<file path="config.mk">
export PLATFORM = sky130hd
export DESIGN_NAME = clkpol_regs
export DESIGN_NICKNAME = d
export VERILOG_FILES = /design/src/rtl/clkpol_pkg.sv /design/src/rtl/clkpol_access.sv /design/src/rtl/clkpol_engine.sv /design/src/rtl/clkpol_masks.sv /design/src/rtl/clkpol_regs.sv
export SDC_FILE = /design/constraint.sdc
export NUM_CORES = 1
export LEC_CHECK = 0
export CORE_UTILIZATION = 50
export CTS_CLUSTER_SIZE = 10
export DETAILED_ROUTE_END_ITERATION = 7
export GPL_TIMING_DRIVEN = 0
export HOLD_SLACK_MARGIN = 0.08
export PLACE_DENSITY = 0.85
export SLEW_MARGIN = 20
export SYNTH_ARGS = -nofsm -noshare
export SYNTH_HDL_FRONTEND = slang
export SYNTH_SLANG_ARGS = --single-unit
</file>
<file path="constraint.sdc">
create_clock -name clk -period 1.6 [get_ports clk]
set_clock_uncertainty 0.05 [all_clocks]
set_input_delay 0.16 -clock clk [delete_from_list [all_inputs] [get_ports clk]]
set_output_delay 0.16 -clock clk [all_outputs]
set_load 0.05 [all_outputs]
</file>
<file path="src/rtl/clkpol_pkg.sv">
package clkpol_pkg;
   // word addresses of the control registers
   localparam int unsigned REG_KEY  = 0;
   localparam int unsigned REG_HALT = 1;
   localparam int unsigned REG_GO   = 2;
   localparam int unsigned REG_STAT = 3;

   // bit positions in the restart register
   localparam int unsigned GO_BIT   = 0;
   localparam int unsigned HOLD_BIT = 1;
   localparam int unsigned AUTO_BIT = 2;

   typedef enum logic [1:0] {
      MODE_NONE = 2'b00,
      MODE_HOLD = 2'b01,
      MODE_AUTO = 2'b10
   } restart_mode_e;
endpackage

</file>
<file path="src/rtl/clkpol_access.sv">
module clkpol_access #(
   parameter int unsigned          DATA_W = 32,
   parameter int unsigned          ADDR_W = 4,
   parameter logic [DATA_W-1:0]    KEY    = '0
) (
   input  logic              clk,
   input  logic              rst_n,
   input  logic              wr,
   input  logic [ADDR_W-1:0] addr,
   input  logic [DATA_W-1:0] wdata,
   output logic              unlocked
);
   import clkpol_pkg::*;

   logic key_hit;
   assign key_hit = wr && (addr == ADDR_W'(REG_KEY));

   always_ff @(posedge clk or negedge rst_n) begin
      if (!rst_n)       unlocked <= 1'b0;
      else if (key_hit) unlocked <= (wdata == KEY);
   end

   a_r2_key_unlocks: assert property (@(posedge clk) disable iff (!rst_n)
      key_hit && (wdata == KEY) |=> unlocked);
   a_r2_other_relocks: assert property (@(posedge clk) disable iff (!rst_n)
      key_hit && (wdata != KEY) |=> !unlocked);
endmodule

</file>
<file path="src/rtl/clkpol_engine.sv">
module clkpol_engine #(
   parameter int unsigned DATA_W = 32,
   parameter int unsigned ADDR_W = 4
) (
   input  logic              clk,
   input  logic              rst_n,
   input  logic              wr,
   input  logic [ADDR_W-1:0] addr,
   input  logic [DATA_W-1:0] wdata,
   input  logic              unlocked,
   output logic              halted,
   output logic              go_busy,
   output clkpol_pkg::restart_mode_e mode
);
   import clkpol_pkg::*;

   logic halt_wr, go_wr, go_ok;
   assign halt_wr = wr && unlocked && (addr == ADDR_W'(REG_HALT)) && wdata[0];
   assign go_wr   = wr && unlocked && (addr == ADDR_W'(REG_GO)) && wdata[GO_BIT];
   assign go_ok   = go_wr && (wdata[HOLD_BIT] ^ wdata[AUTO_BIT]);

   always_ff @(posedge clk or negedge rst_n) begin
      if (!rst_n) begin
         halted  <= 1'b0;
         go_busy <= 1'b0;
         mode    <= MODE_NONE;
      end else begin
         go_busy <= go_ok;
         if (go_ok) begin
            halted <= 1'b0;
            mode   <= wdata[HOLD_BIT] ? MODE_HOLD : MODE_AUTO;
         end else if (halt_wr) begin
            halted <= 1'b1;
         end
      end
   end

   a_r3_locked_halt_ignored: assert property (@(posedge clk) disable iff (!rst_n)
      wr && !unlocked && (addr == ADDR_W'(REG_HALT)) |=> halted == $past(halted));
   a_r7_busy_one_cycle: assert property (@(posedge clk) disable iff (!rst_n)
      go_busy |=> !go_busy);
   a_r7_busy_means_running: assert property (@(posedge clk) disable iff (!rst_n)
      go_busy |-> !halted);
   a_r8_bad_mode_ignored: assert property (@(posedge clk) disable iff (!rst_n)
      wr && (addr == ADDR_W'(REG_GO)) && (wdata[HOLD_BIT] == wdata[AUTO_BIT])
      |=> !go_busy && (halted == $past(halted)) && (mode == $past(mode)));
endmodule

</file>
<file path="src/rtl/clkpol_masks.sv">
module clkpol_masks #(
   parameter int unsigned DATA_W    = 32,
   parameter int unsigned ADDR_W    = 4,
   parameter int unsigned NUM_POL   = 4,
   parameter int unsigned NUM_CLK   = 32,
   parameter int unsigned MASK_BASE = 4,
   parameter bit          RESET_ON  = 1'b1,
   parameter bit          REG_OUT   = 1'b1,
   localparam int unsigned POL_W    = (NUM_POL > 1) ? $clog2(NUM_POL) : 1
) (
   input  logic                             clk,
   input  logic                             rst_n,
   input  logic                             wr,
   input  logic [ADDR_W-1:0]                addr,
   input  logic [DATA_W-1:0]                wdata,
   input  logic                             unlocked,
   input  logic                             halted,
   input  logic [POL_W-1:0]                 pol_sel,
   output logic [NUM_POL-1:0][NUM_CLK-1:0]  masks,
   output logic                             err,
   output logic [NUM_CLK-1:0]               clk_en
);
   import clkpol_pkg::*;

   localparam logic [NUM_CLK-1:0] MASK_RST = RESET_ON ? '1 : '0;

   logic mask_hit, edit_ok, err_clr;
   logic [NUM_CLK-1:0] sel_word;

   assign mask_hit = wr && (addr >= ADDR_W'(MASK_BASE)) &&
                     (addr <  ADDR_W'(MASK_BASE + NUM_POL));
   assign edit_ok  = unlocked && halted;
   assign err_clr  = wr && unlocked && (addr == ADDR_W'(REG_STAT)) && wdata[0];

   for (genvar p = 0; p < NUM_POL; p++) begin : g_pol
      logic hit_p;
      assign hit_p = wr && (addr == ADDR_W'(MASK_BASE + p));

      always_ff @(posedge clk or negedge rst_n) begin
         if (!rst_n)                masks[p] <= MASK_RST;
         else if (hit_p && edit_ok) masks[p] <= wdata[NUM_CLK-1:0];
      end

      a_r4_drop_when_guarded: assert property (@(posedge clk) disable iff (!rst_n)
         hit_p && !edit_ok |=> $stable(masks[p]));
   end

   always_ff @(posedge clk or negedge rst_n) begin
      if (!rst_n)                    err <= 1'b0;
      else if (mask_hit && !edit_ok) err <= 1'b1;
      else if (err_clr)              err <= 1'b0;
   end

   if (NUM_POL == (1 << POL_W)) begin : g_sel_full
      assign sel_word = masks[pol_sel];
   end else begin : g_sel_guard
      always_comb begin
         sel_word = '0;
         for (int i = 0; i < NUM_POL; i++)
            if (pol_sel == POL_W'(i)) sel_word = masks[i];
      end
   end

   if (REG_OUT) begin : g_out_reg
      always_ff @(posedge clk or negedge rst_n) begin
         if (!rst_n) clk_en <= '0;
         else        clk_en <= sel_word;
      end
   end else begin : g_out_comb
      assign clk_en = sel_word;
   end

   a_r5_err_on_drop: assert property (@(posedge clk) disable iff (!rst_n)
      mask_hit && !edit_ok |=> err);
   a_r5_err_sticky: assert property (@(posedge clk) disable iff (!rst_n)
      err && !err_clr |=> err);
   a_r10_err_clears: assert property (@(posedge clk) disable iff (!rst_n)
      err_clr && !mask_hit |=> !err);
endmodule

</file>
<file path="src/rtl/clkpol_regs.sv">
module clkpol_regs #(
   parameter int unsigned       DATA_W    = 32,
   parameter int unsigned       ADDR_W    = 4,
   parameter int unsigned       NUM_POL   = 4,
   parameter int unsigned       NUM_CLK   = 32,
   parameter int unsigned       MASK_BASE = 4,
   parameter logic [DATA_W-1:0] KEY       = DATA_W'(32'h5AC3_0F96),
   parameter bit                RESET_ON  = 1'b1,
   parameter bit                REG_OUT   = 1'b1,
   localparam int unsigned      POL_W     = (NUM_POL > 1) ? $clog2(NUM_POL) : 1
) (
   input  logic               clk,
   input  logic               rst_n,
   input  logic               bus_wr,
   input  logic [ADDR_W-1:0]  bus_addr,
   input  logic [DATA_W-1:0]  bus_wdata,
   output logic [DATA_W-1:0]  bus_rdata,
   input  logic [POL_W-1:0]   pol_sel,
   output logic [NUM_CLK-1:0] clk_en
);
   import clkpol_pkg::*;

   initial begin : p_param_chk
      assert (NUM_CLK >= 1 && NUM_CLK <= DATA_W)
         else $error("NUM_CLK must fit in one data word");
      assert (MASK_BASE > REG_STAT)
         else $error("mask words overlap control registers");
      assert (MASK_BASE + NUM_POL <= (1 << ADDR_W))
         else $error("mask words exceed address space");
      assert (DATA_W >= 3)
         else $error("data word too narrow for restart fields");
   end

   logic                            unlocked, halted, go_busy, err;
   restart_mode_e                   mode;
   logic [NUM_POL-1:0][NUM_CLK-1:0] masks;

   clkpol_access #(.DATA_W(DATA_W), .ADDR_W(ADDR_W), .KEY(KEY)) u_access (
      .clk(clk), .rst_n(rst_n), .wr(bus_wr), .addr(bus_addr),
      .wdata(bus_wdata), .unlocked(unlocked));

   clkpol_engine #(.DATA_W(DATA_W), .ADDR_W(ADDR_W)) u_engine (
      .clk(clk), .rst_n(rst_n), .wr(bus_wr), .addr(bus_addr),
      .wdata(bus_wdata), .unlocked(unlocked), .halted(halted),
      .go_busy(go_busy), .mode(mode));

   clkpol_masks #(.DATA_W(DATA_W), .ADDR_W(ADDR_W), .NUM_POL(NUM_POL),
      .NUM_CLK(NUM_CLK), .MASK_BASE(MASK_BASE), .RESET_ON(RESET_ON),
      .REG_OUT(REG_OUT)) u_masks (
      .clk(clk), .rst_n(rst_n), .wr(bus_wr), .addr(bus_addr),
      .wdata(bus_wdata), .unlocked(unlocked), .halted(halted),
      .pol_sel(pol_sel), .masks(masks), .err(err), .clk_en(clk_en));

   always_comb begin
      bus_rdata = '0;
      case (bus_addr)
         ADDR_W'(REG_KEY):  bus_rdata[0] = unlocked;
         ADDR_W'(REG_HALT): bus_rdata[0] = halted;
         ADDR_W'(REG_GO):   bus_rdata[2:0] = {mode, go_busy};
         ADDR_W'(REG_STAT): bus_rdata[0] = err;
         default: begin
            for (int i = 0; i < NUM_POL; i++)
               if (bus_addr == ADDR_W'(MASK_BASE + i))
                  bus_rdata = DATA_W'(masks[i]);
         end
      endcase
   end

   a_r3_locked_go_ignored: assert property (@(posedge clk) disable iff (!rst_n)
      bus_wr && !unlocked && (bus_addr == ADDR_W'(REG_GO)) |=> !go_busy);
   a_r3_locked_clear_ignored: assert property (@(posedge clk) disable iff (!rst_n)
      bus_wr && !unlocked && err |=> err);
endmodule

</file>
### After elaboration in Yosys (flattened, before gate mapping)

Cells that the tools add are included.

| word-level totals | value |
|---|---|
| bits in registers | 166 |
| word-level logic and storage cells | 63 |
| output and inout port bits | 64 |

| cells by class | value |
|---|---|
| bitwise operators | 1 |
| equality and inequality tests | 8 |
| multiplexer cells | 14 |
| $lt $le $gt $ge | 3 |
| reductions and logical operators | 27 |

Operators with widths:

| kind | number |
|---|---|
| 2-to-1 mux 32 bit | 5 |
| binary-select mux 32 bit (select 2 bit) | 1 |
| == test 32 x 31 -> 1 bit (second input constant) | 1 |
| 2-to-1 mux 29 bit | 1 |
| logical AND 1 bit | 21 |
| == test 4 x 3 -> 1 bit (second input constant) | 4 |
| == test 4 x 2 -> 1 bit (second input constant) | 2 |
| == test 4 x 1 -> 1 bit (second input constant) | 1 |
| >= comparator 4 x 3 -> 1 bit (second input constant) | 1 |
| logical NOT 4 bit | 1 |
| < comparator 4 bit (second input constant) | 1 |
| 2-to-1 mux 1 bit | 4 |
| case mux 1 bit (4 select lines) | 1 |
| case mux 2 bit (2 select lines) | 1 |
| nonzero test 2 bit | 2 |
| OR reduction 4 bit | 1 |
| < comparator 2 x 3 -> 1 bit (second input constant) | 1 |
| OR reduction 3 bit | 1 |
| 2-to-1 mux 2 bit | 1 |
| logical NOT 1 bit | 1 |
| bitwise XOR 1 bit | 1 |

### Depth between registers and ports, before layout

Gate-level depths: netlist (run 1).

| depth | value |
|---|---|
| depth after elaboration | 6 |
| mapped depth | 7 |
| gate-level depth less buffers | 4 |

### By module

A second synthesis (run 1) with hierarchy kept.

| unflattened totals | value |
|---|---|
| cell total of the unflattened synthesis | 486 |
| area, all modules | 8160.3 um^2 |

By module, submodules not included:

| module | cells each | instances | area an instance (um^2) |
|---|---|---|---|
| clkpol_masks | 354 | 1 | 6685.2 |
| clkpol_regs | 96 | 1 | 1106.1 |
| clkpol_engine | 21 | 1 | 219.0 |
| clkpol_access | 15 | 1 | 150.1 |

### Worst setup path before layout (run 1)

No wires, ideal clock.

| timing path | value |
|---|---|
| path kind | input -> output |
| start point | input port bus_addr[3] |
| end point | output port bus_rdata[1] |
| path buffers | 2 |
| setup slack | -562 ps |
| required time | 1390 ps |
| stages on the path | 5 |
| arrival | 1952 ps |
| cell sequence | buf_6 and2b_1 clkbuf_1 o221ai_1 o21ai_0 |

| between the ends | value |
|---|---|
| cells in the longest elaborated chain, start to end | 6 |
| elaborated cells between the ends (all ways) | 14 |

RTL lines:

| item | RTL line | text |
|---|---|---|
| start: declaration | clkpol_regs.sv:15 | `input logic [ADDR_W-1:0] bus_addr,` |
| == test 4 x 3 -> 1 bit | clkpol_regs.sv:63 | `if (bus_addr == ADDR_W'(MASK_BASE + i))` |
| 2-to-1 mux 32 bit (4 in a row) | clkpol_regs.sv:63 |  |
| case mux 2 bit (2 select lines) (*) | clkpol_regs.sv:56 | `case (bus_addr)` |
| end: declaration | clkpol_regs.sv:17 | `output logic [DATA_W-1:0] bus_rdata,` |

Every way passes the cells marked *; elsewhere a longest branch is shown, timed or not.

### Worst setup path in the final report (run 1)

| timing path | value |
|---|---|
| start point | register u_masks.masks[32] (netlist name) |
| end point | output port bus_rdata[0] |

| between the ends | value |
|---|---|
| cells in the longest elaborated chain, start to end | 4 |

RTL lines:

| item | RTL line | text |
|---|---|---|
| start: declaration | clkpol_masks.sv:19 | `output logic [NUM_POL-1:0][NUM_CLK-1:0] masks,` |
| start signal: indexed assignment | clkpol_masks.sv:41 | `else if (hit_p && edit_ok) masks[p] <= wdata[NUM_CLK-1:0];` |
| 2-to-1 mux 32 bit (3 in a row) | clkpol_regs.sv:63 |  |
| case mux 1 bit (4 select lines) | clkpol_regs.sv:56 |  |

Every way passes these cells.

==> results of run 1 <==
layer usage:
| layer | wire length [µm] | global-route usage (%) | share of wire [%] |
|---|---|---|---|
| met4 | 845 | 11.83 | 3.4 |
| met3 | 1560 | 4.948 | 6.3 |
| met5 | 0 | 0 | 0 |
| met2 | 12530 | 45.09 | 51 |
| met1 | 9789 | 34.97 | 40 |
worst min-delay path by stage:
stage,from,slack (ps),end
after floorplan,rst_n,-190,u_access.unlocked
after global placement,u_masks.err,430,u_masks.err
after detailed placement,rst_n,80,u_masks.clk_en[27]
after CTS,bus_addr[3],100,u_engine.go_busy
after global routing,bus_addr[3],170,u_masks.err
final,bus_addr[3],160,u_masks.err
cell usage in the layout, fill, tap and decap left out, drive strengths merged, types with 2 or more instances in the layout:
cell | netlist | final
a21oi | 2 | 2
and2 | 28 | 28
clkdlybuf4s50 | 0 | 34
mux2i | 3 | 3
nand3 | 5 | 5
nor2b | 4 | 4
nor2 | 6 | 6
dlygate4sd2 | 0 | 33
o221ai | 2 | 2
o22ai | 2 | 2
nor4bb | 3 | 3
nor4b | 3 | 3
clkinv | 0 | 2
mux4 | 61 | 61
buf | 25 | 132
o21ai | 2 | 2
nor3 | 2 | 2
bufinv | 0 | 5
inv | 4 | 4
dfrtp | 38 | 38
a211oi | 2 | 2
nand2 | 3 | 3
nand2b | 4 | 4
nand4 | 2 | 2
dfstp | 128 | 128
clkbuf | 7 | 38
mux2 | 129 | 129
through the flow:
stage	utilization [%]	hold WS [ps]	total power [mW]
2_1_floorplan	-	-185.6	4.473
3_3_place_gp	60.66	429.1	4.763
3_5_place_dp	60.87	78.15	4.783
4_1_cts	72.17	95.57	9.429
5_1_grt	76.92	167.8	9.735
6_report	76.92	157.1	9.531
power breakdown:
group | switching, mW | total, mW | leakage (nW) | internal [mW]
clock network | 1.72 | 4.70 | 0.326 | 2.98
registers | 0.0000335 | 4.21 | 1.84 | 4.21
logic | 0.360 | 0.614 | 3.00 | 0.254
total | 2.09 | 9.53 | 5.16 | 7.45
state kept, by name, indices dropped and copies added (netlist names):
name and cells:
u_access.unlocked 1, u_engine.go_busy 1, u_engine.halted 1, u_engine.mode 2, u_masks.clk_en 32, u_masks.err 1, u_masks.masks 128
logic make-up (layout without fill, tap and decap cells):
group | count (synthesis) | count (layout) | share of synthesized area (%)
mux | 193 | 193 | 36.93
simple gates | 65 | 65 | 5.353
flops | 166 | 166 | 53.66
compound gates | 15 | 15 | 1.369
buf+inv | 36 | 252 | 2.583
xor+xnor | 1 | 1 | 0.1090
worst register-to-register path, delay by kind of cell, from the launching register on:
| kind | cells | cell delay [ps] |
|---|---|---|
| mux | 1 | 310 |
| buf+inv | 4 | 500 |
| simple gates | 3 | 580 |
| flops | 1 | 420 |
final cells by class:
cell class                 instances  area, µm²  area share, %
sequential                       166       4314          36.36
timing repair buffer             186       2145          18.07
tap                              211      264.0          2.225
multi-input combinational        274       4073          34.32
inverter                           4      15.01         0.1265
clock buffer                      24      501.7          4.228
buffer                            30      386.6          3.258
clock inverter                     8      167.7          1.413
repair_timing:
| item | 4_1_cts | 5_1_grt |
|---|---|---|
| cloned | 5 | 8 |
| hold buffers | 1 | 0 |
| resized for setup | 391 | 134 |
| endpoints found under the setup margin | 187 | 163 |
| setup buffers | 59 | 12 |
| hold endpoints to repair | 61 | 0 |
| pin swaps | 5 | 11 |
==> results.txt, run 1 <==
The total buffers and inverters traversed by the critical path is 1, and the H-tree level count is 4. From bottom edge to top edge, the die measures 128.8 µm. Among all flip-flop cells after synthesis, the most frequent one is sky130_fd_sc_hd__dfstp_2. After routing the design area is 0.01187 mm². The largest fanout on the critical path works out to 2. Data arrives at the worst endpoint at 1900 ps.

For the pin with the worst max-slew slack, the measured transition is 821.7 ps. The final antenna-violating net count was 0. The number of enable flip-flop cells after synthesis came out at 0. The tools report the launching element of the worst setup path as u_masks.masks[32].

The logs give 0 for the number of max-capacitance violations reported and 5.162 nW for the total leakage power. The critical path runs through a total of 5 cells. The checks that failed: negative setup slack. For this design, the sink count on the clock tree is 166. For this run the aggregate overflow at the end of global routing stands at 0. The worst setup path is captured at a primary output. For the final hold violation count, the log shows 0.

The wire length of the first global-routing pass came out at 32.89 mm. Cells with a size suffix above 1 make up 78.90% of the layout. The cell type group with the largest total delay on the critical path was compound AO/OA/AOI/OAI gates.

Clock tree synthesis selected as its root buffer the cell sky130_fd_sc_hd__clkbuf_16. For the starting density of the core, the log shows 52.12%. For this design, the slowest cell found on the critical path is sky130_fd_sc_hd__dfstp_2. The worst setup path is of the reg -> out kind.

Setup repair after global routing could not meet its margin everywhere. Counting cells, the worst reg-to-reg path comes to 8. The worst register-to-register path begins at u_access.unlocked. Number of diodes added for antenna fixing: 0.

The count of mapped cells out of synthesis was 476; the synthesis-to-finish area growth was 47.59%. The worst-case IR drop observed on VDD is 0.0009588 V. The clock latency at the later pin of the worst-skew pair came out at 440 ps. Averaged over all synthesized cells, the footprint is 16.89 µm². I/O pin count: 105.

The synthesis warning total is 0, and the portion of synthesized cell area occupied by the leading cell type is 41.83%. The number of buffers inserted by port buffering is 102, and the count of placed standard cells including taps is 790. Weighted congestion reported at the end of routability-driven placement: 0.8772. The tools report the kind of launch point of the worst setup path as a flip-flop. Class of the tightest hold or removal check: in -> reg. Maximum single-stage delay on the critical path: 550 ps.

Setup violations remaining at the end of the flow were counted as 172. The most frequently used cell type in the post-synthesis netlist was sky130_fd_sc_hd__dfstp_2. The largest total area in the synthesized netlist belongs to sky130_fd_sc_hd__dfstp_2. The floorplan has 45 rows.

The placed wire-length estimate after detailed placement came out at 12.13 mm. The power density over the cells was 803.2 mW/mm²; the accumulated negative setup slack was -31440 ps. The worst hold path passes through 4 cells.

The first TritonRoute pass finished after 5 iterations. The area of the core was 0.01543 mm²; the post-layout minimum cycle time was 2110 ps. Number of cells in the finished layout apart from fillers: 903.

The run finished, with violations left. For flop-to-flop paths, the worst setup slack is -320 ps. In the routed design, unresolved DRC markers number 0.

The tools report the sequential area share after synthesis as 53.66%. The post-synthesis sequential element count is 166. TritonCTS built the clock tree. The clock passes through at most 2 buffers. In this run the cell area measured after placement is 0.009390 mm². The cell area that synthesis handed to floorplanning was 0.008040 mm². The ratio of final minimum period to clock period came out at 131.9%.

The max-slew violation count was 0. Ranked by total cell area, the synthesized netlist is headed by sky130_fd_sc_hd__dfstp_2 42%, sky130_fd_sc_hd__mux4_2 17%, sky130_fd_sc_hd__mux2_2 13%, sky130_fd_sc_hd__dfrtp_1 12%, sky130_fd_sc_hd__mux2_4 5.6%. Global routing used 27.08% of the available tracks.

The vias per cell is 6.164, and the total number of nets in the final design is 720. Ranked by instance count, the synthesized netlist is headed by 128 x sky130_fd_sc_hd__dfstp_2, 93 x sky130_fd_sc_hd__mux2_2, 61 x sky130_fd_sc_hd__mux4_2, 38 x sky130_fd_sc_hd__dfrtp_1, 30 x sky130_fd_sc_hd__mux2_4. Detailed routing inserted a total of 5566 vias. The maximum achievable frequency is 473.9 MHz, and the violation count after the first detailed-route iteration is 535.

The routed design has 24.73 mm of wire. The endpoint of the most critical setup path was bus_rdata[0]. The per-cell routed wire length works out to 27.39 µm.

The floorplan step defined a die boundary enclosing 0.01659 mm². The count of filler cells inserted in the layout is 769, and the tightest slew margin relative to the limit is 45.22%. The logs give 106 for the largest net degree at the start of global routing and 1390 ps for the worst path required time. The die is 128.8 µm wide.

After synthesis, the netlist uses 41 different library cells. The run gives 5799 as the number of global-route vias before repair. The number of antenna violations at the first check in global routing is 0, and the post-placement worst setup slack is -1528 ps. The worst register-to-register path ends at u_masks.masks[73]. The final worst slack was -510.1 ps; the total clock buffers created by CTS was 17. The critical path goes through mux2i_1 > o221a_2 > o22ai_2 > o31a_4 > buf_8.

After clock tree synthesis, the clock-pin slew on the worst setup and hold paths is 70 ps. In the synthesized netlist the async set-or-reset flop fraction comes to 100.0%. The tools report the net count after synthesis as 517.
Note: power is estimated with default switching activity, not from simulation.
==> run 2, diff against run 1 <==
CORE_UTILIZATION = 52   (was 50)
CTS_BUF_LIST = sky130_fd_sc_hd__clkbuf_4   (was not set)
PLACE_DENSITY = 0.88   (was 0.85)
SKIP_LAST_GASP = 1   (was not set)
==> run 2 against run 1 <==
Against the previous run: the flow still finishes with violations (negative setup slack); clock power fell by 49%; first-iteration DRC count shrank 4.7%; worst setup slack got worse by 230 ps; wire length down 2.1%; final cell count down 3.0%; via count did not move; final area is 7.2% lower; total power is 24% lower; global-route usage increased by 2.4 points; flip-flop and latch count is the same; worst hold slack got worse by 87 ps.
==> results.txt, run 2 (synthesized netlist as in run 1, its figures left out) <==
The total area inside the core boundary comes to 0.01515 mm². The number of flip-flops under the largest register name works out to 128. In this run, CTS created clock tree buffers numbering 17. The checks that failed: negative setup slack. Register ranked first by flip-flop count: u_masks.masks.

The tools report the master cell of the clock root buffer as sky130_fd_sc_hd__clkbuf_4. The finished layout holds 876 standard cells, fillers aside. The run gives 43.75% as the tightest slew margin relative to the limit.

Leaving out fill and tap cells, the most frequent cell in the layout is sky130_fd_sc_hd__dfstp_2. For this run, the post-layout net count is 716. In this run the worst hold path is classified as in -> async. For the worst setup path, the data required time is 1390 ps. The synthesis-to-finish area growth works out to 36.99%.

Traced cell by cell, the critical path runs through clkdlybuf4s50_1 > buf_4 > buf_6 > mux4_2 > and2_1 > clkdlybuf4s15_2. The critical path data arrival time is 2130 ps, and the per-cell routed wire length is 27.63 µm. Setup repair after global routing could not meet its margin everywhere. The design draws 7.199 mW. The worst setup path is captured at a primary output. The run gives 0.01101 mm² as the post-layout instance area. Worst hold slack across all endpoints: 70.15 ps. For the overall via count from detail_route, the log shows 5566. The detail route stage leaves a number of antenna-violating nets equal to 0. The final routed DRC violation total is 0. The accumulated negative setup slack was -81770 ps; the largest net degree at the start of global routing was 87. The maximum achievable frequency is 426.6 MHz, and the count of placed standard cells including taps is 767.

No sink is reached through more buffers than the 2 on the longest clock path. The H-tree level count was 4; the max-slew violation count was 0. The logs give 0 for the final hold violation count and 610 ps for the clock latency at the later pin of the worst-skew pair. Power density over the cells: 653.6 mW/mm².

The post-route netlist has 78.92% of its cells at a drive strength greater than 1. The number of global-route vias before repair is 5885. In this run the core area contains 45 standard-cell rows. Of all nets on the critical path, the largest fanout is 10.

For the pin with the worst max-slew slack, the measured transition is 843.7 ps. The initial utilization of the core area, before any placement, comes to 53.09%. STA classifies the critical path startpoint as a primary input. The final routed wirelength across all metal layers is 24.21 mm.

The count of endpoints failing setup in the final report was 164. CTS saw 166 sinks. The maximum single-stage delay on the critical path was 620 ps. In the final layout, the registers with the most flip-flops are u_masks.masks x128, u_masks.clk_en x32, u_engine.mode x2. The number of buffers inserted by port buffering works out to 102. The worst path needs 2344 ps of the cycle, external delays included.

Dividing the final minimum period by the clock period gives 146.5%. Measured along the y axis, the die boundary spans 126.3 µm. The I/O pin count is 105, and the total buffers and inverters traversed by the critical path is 4. After clock tree synthesis, the clock-pin slew on the worst setup and hold paths is 140 ps. The logs give 0 for the number of max-capacitance violations reported and 0.8234 for the weighted congestion reported at the end of routability-driven placement.

In this run the static leakage power is 4.656 nW. The die covers 0.01596 mm². For the number of antenna violations at the first check in global routing, the log shows 0.

The cell family contributing the most delay on the critical path is buffers and inverters. The run gives 34.37 mm as the wire length of the first global-routing pass. The library cells used most frequently in the layout, excluding fill and tap cells, are 128 x sky130_fd_sc_hd__dfstp_2, 103 x sky130_fd_sc_hd__mux2_4, 61 x sky130_fd_sc_hd__mux4_2. The vias per cell works out to 6.354. The die outline width is 126.3 µm, and the first-pass iteration count of the detailed router is 7. Global routing consumed, over all layers together, 29.46% of the routing resources.

The tools report the largest voltage drop on the vdd net as 0.0004287 V. For the violation count after the first detailed-route iteration, the log shows 510. The flow ran to the end, but the final reports show violations. The tools report the number of diodes added for antenna fixing as 0. The count of filler cells inserted in the layout came out at 832. TritonCTS built the clock tree. In this run the cell area measured after placement is 0.009361 mm². The run gives -744.4 ps as the final worst slack. The worst setup path is of the in -> out kind. Global routing finished with a remaining overflow of 0. The slowest stage of the critical path belongs to the cell sky130_fd_sc_hd__clkdlybuf4s50_1.

Once detailed placement completed, the half-perimeter wirelength came to 11.98 mm.
==> run 2: worst register-to-register path: cells and delay by family, from the launching register on <==
kind | cells | cell delay, ps
buffers and inverters | 6 | 720
AND/OR/NAND/NOR | 3 | 610
multiplexers | 1 | 300
flip-flops | 1 | 440
==> run 2: final cells by class <==
cell class                      instances  area [µm²]  area share, %
Buffer                                 28       327.8          2.976
Clock buffer                           17       127.6          1.159
Clock inverter                         15       118.9          1.079
Inverter                                4       15.01         0.1363
Multi-Input combinational cell        274        3941          35.78
Sequential cell                       166        4314          39.17
Tap cell                              188       235.2          2.136
Timing Repair Buffer                  184        1934          17.56
==> run 2: final timing paths <==
path,to,depth (start not counted),slack (ps),start
max,bus_rdata[3],6,-740,bus_addr[1]
min reg2reg,u_masks.err,1,480,u_masks.err
min in group clk,u_access.unlocked,4,70,bus_addr[2]
min,u_masks.clk_en[9],2,70,rst_n
max reg2reg,u_masks.masks[86],10,-600,u_access.unlocked
max in group asynchronous,u_masks.masks[124],3,570,rst_n
==> run 2: what timing repair did <==
| item | in CTS | in global routing |
|---|---|---|
| hold buffers | 3 | 1 |
| endpoints found under the hold margin | 108 | 3 |
| endpoints found under the setup margin | 184 | 191 |
| setup buffers | 60 | 16 |
| gates cloned | 10 | 2 |
| gates resized for setup | 408 | 101 |
| pin swaps | 5 | 7 |
==> run 2: layer usage <==
layer	global-route usage, %	share of wire, %
met5	0	0
met4	15.17	3.7
met3	6.833	6.5
met2	47.42	51
met1	37.72	39
==> run 2: power by group <==
part	switching, mW	internal (mW)
clock network	1.53	0.872
logic	0.354	0.230
registers	0.0000368	4.21
==> run 2: per-stage QoR <==
step           utilization, %  setup WS, ps
2_1_floorplan               -        -145.2
3_3_place_gp            61.59         -5783
3_5_place_dp            61.81         -1490
4_1_cts                 71.27        -608.8
5_1_grt                 72.72        -762.1
6_report                72.72        -744.4
==> run 3, diff against run 2 <==
CORE_UTILIZATION = 49   (was 52)
PLACE_DENSITY = 0.84   (was 0.88)
==> run 3 against run 2 <==
Against the previous run: the flow still finishes with violations (negative setup slack); sequential power is essentially flat; final area down 6.0%; worst hold slack improved by 48 ps; maximum frequency up 2.4%; worst setup slack gained 56 ps; clock power increased by 21%; non-clock buffer count decreased by 39; final cell count is 1.1% lower; critical path depth unchanged; die area up 6.0%; critical path type unchanged.
==> results.txt, run 3 (synthesized netlist as in run 1, its figures left out) <==
Buffers placed on the I/O ports in this run total 102. The routed layout has 5057 vias. After layout, the worst path uses 143.0% of the clock period. TritonCTS built the clock tree. STA classifies the critical path endpoint as a primary output. In this run the core area contains 46 standard-cell rows. The number of antenna violations at the first check in global routing is 1, and the final routed wirelength across all metal layers is 19.97 mm.

The number of flip-flops under the largest register name was 128; the share of final-layout standard cells stronger than drive strength 1 was 75.04%. Before antenna repair, the detailed router went through 5 iterations. In this run the vertical extent of the chip is 130.1 µm. For flop-to-flop paths, the worst setup slack is -440 ps.

Global routing used 24.11% of the available tracks. Register ranked first by flip-flop count: u_masks.masks. In this run the most critical hold path is launched from bus_addr[2].

The per-cell routed wire length came out at 23.06 µm. Setup violations remaining at the end of the flow were counted as 156. The accumulated negative setup slack came out at -47760 ps. The run finished, with violations left. The tools report the number of max-capacitance violations reported as 0.

The tools report the post-layout instance area as 0.01035 mm². The most common cell after layout, fill and taps aside is sky130_fd_sc_hd__dfstp_2. The post-route total power came out at 7.697 mW. Startpoint of the lowest-slack register-to-register path: u_access.unlocked. Measured in cells, the most critical reg-to-reg path has a length of 8.

The overall overflow remaining after global route is 0, and the number of cells in the finished layout apart from fillers is 866. In this run, the number of DRC markers left after iteration 0 of detailed routing was 409. The tightest slew margin relative to the limit was 42.72%. The utilization after layout was 64.95%.

The worst setup path is launched from a primary input. Once detail routing completed, the nets flagged for antenna violations numbered 0. At the pin with the least slew margin, the transition time is 859.1 ps. Along the worst hold path, the cell count comes to 4. The clock reaches the later pin of the worst-skew pair after 610 ps.

The synthesis-to-finish area growth came out at 28.79%. In this run the power density over the cells is 743.3 mW/mm². The tools report the count of placed standard cells including taps as 795. The path with the worst hold slack has its endpoint at u_access.unlocked. After the last flow step, the layout net total stands at 677. The tree built by TritonCTS fans out to 166 sinks. Along the worst path, the maximum fanout reaches 10. Once the floorplan was initialized, standard cells occupied 50.43% of the core. In the routed layout, each cell is associated on average with a via count of 5.839. The tools report the largest net degree at the start of global routing as 95.

The checks that failed: negative setup slack. Clock-pin slew was measured on the worst setup and hold paths at 140 ps. The critical path in this run is classified as in -> out. The H-tree generated during clock tree synthesis spans 4 levels. Setup repair after global routing could not meet its margin everywhere. The filler cells instantiated in the layout total 1068. Terminus of the critical flop-to-flop path: u_masks.masks[81]. The max-slew violation count is 0, and the worst-case clock buffer depth is 2. The die outline width is 130.1 µm. The final routed DRC violation total was 0; the largest voltage drop on the vdd net was 0.0004922 V. The I/O pin count was 105. The tools report the master cell of the clock root buffer as sky130_fd_sc_hd__clkbuf_4. The placed instance area was 0.009397 mm².

The largest registers in the layout are u_masks.masks x128, u_masks.clk_en x32, u_engine.mode x2. For the worst setup path, the data required time is 1390 ps. The wire length of the first global-routing pass came out at 29.48 mm. The worst hold path belongs to the class in -> reg.

Final hold violation count: 0. For this run, the top clock speed supported by timing is 437.0 MHz. The post-layout minimum cycle time was 2288 ps. The die covers 0.01692 mm². Leaving out fill and tap cells, the most frequent cells in the layout are 128 x sky130_fd_sc_hd__dfstp_2, 93 x sky130_fd_sc_hd__mux2_2, 61 x sky130_fd_sc_hd__mux4_2. The congestion estimate from routability-driven global placement came to 0.8263. The critical path data arrival time was 2080 ps; the total clock buffers created by CTS was 17. In this run the standard cell core region covers 0.01594 mm². The number of global-route vias before repair came out at 5279. The final worst slack is -688.5 ps, and the total leakage power is 4.386 nW. Once detailed placement completed, the half-perimeter wirelength came to 12.17 mm.
run 3: cell types whose count changed in the layout (fill, tap and decap cells not counted), sizes merged:
cell / change
dlygate4sd3: +3
bufinv: +3
dlymetal6s4s: +1
clkdlybuf4s15: -2
bufbuf: +1
clkbuf: +5
clkinvlp: +1
clkinv: -5
buf: -46
diode: +1
run 3: worst max-delay path by stage:
stage,startpoint,slack [ps],cells past startpoint,to
CTS,u_masks.masks[32],-650,5,bus_rdata[0]
finish,bus_addr[1],-690,6,bus_rdata[4]
detailed placement,bus_addr[1],-1530,6,bus_rdata[27]
global route,bus_addr[1],-740,6,bus_rdata[4]
global placement,rst_n,-5850,1,u_masks.clk_en[29]
floorplan,bus_addr[0],-150,4,bus_rdata[10]
run 3: power breakdown:
| group | leakage (nW) | total (mW) | switching, mW | internal [mW] |
|---|---|---|---|---|
| Combinational | 2.37 | 0.571 | 0.335 | 0.235 |
| Clock | 0.173 | 2.91 | 1.51 | 1.40 |
| Sequential | 1.84 | 4.21 | 0.0000349 | 4.21 |
run 3: stage by stage:
stage / setup slack, ps / hold slack (ps)
after floorplan: -145.2 / -185.6
after global placement: -5845 / 428.6
after detailed placement: -1532 / 111.5
after CTS: -648.0 / 208.9
after global routing: -739.7 / 98.86
final: -688.5 / 117.7
run 3: worst max-delay path, stage by stage:
cell and delay, ps:
sky130_fd_sc_hd__clkdlybuf4s50_1 620, sky130_fd_sc_hd__buf_6 220, sky130_fd_sc_hd__buf_4 250, sky130_fd_sc_hd__mux4_2 310, sky130_fd_sc_hd__and2_1 170, sky130_fd_sc_hd__clkdlybuf4s15_2 330
run 3: layout make-up:
type                    count  area (µm²)  share of cell area [%]
inverters                   4       15.01                  0.1450
clock inverters            14       207.7                   2.006
well taps                 216       270.3                   2.610
plain buffers              31       370.4                   3.577
flip-flops and latches    166        4314                   41.66
diodes                      1       2.502                 0.02417
repair buffers            142        1459                   14.09
clock buffers              18       135.1                   1.305
multi-input cells         274        3581                   34.58
run 3: layer usage:
metal	up-vias	global-route usage, %	part of all wire (%)
li1	2128	-	-
met4	0	10.40	2.0
met5	-	0	0
met1	2693	32.02	41
met3	39	3.977	4.7
met2	197	39.46	52
run 3: what timing repair did:
action / CTS / global route
hold buffers: 6 / 2
cloned: 2 / 5
gates resized for setup: 318 / 38
buffers inserted: 13 / 11
endpoints found under the hold margin: 97 / 2
endpoints found under the setup margin: 184 / 192
pin swaps: 3 / 3
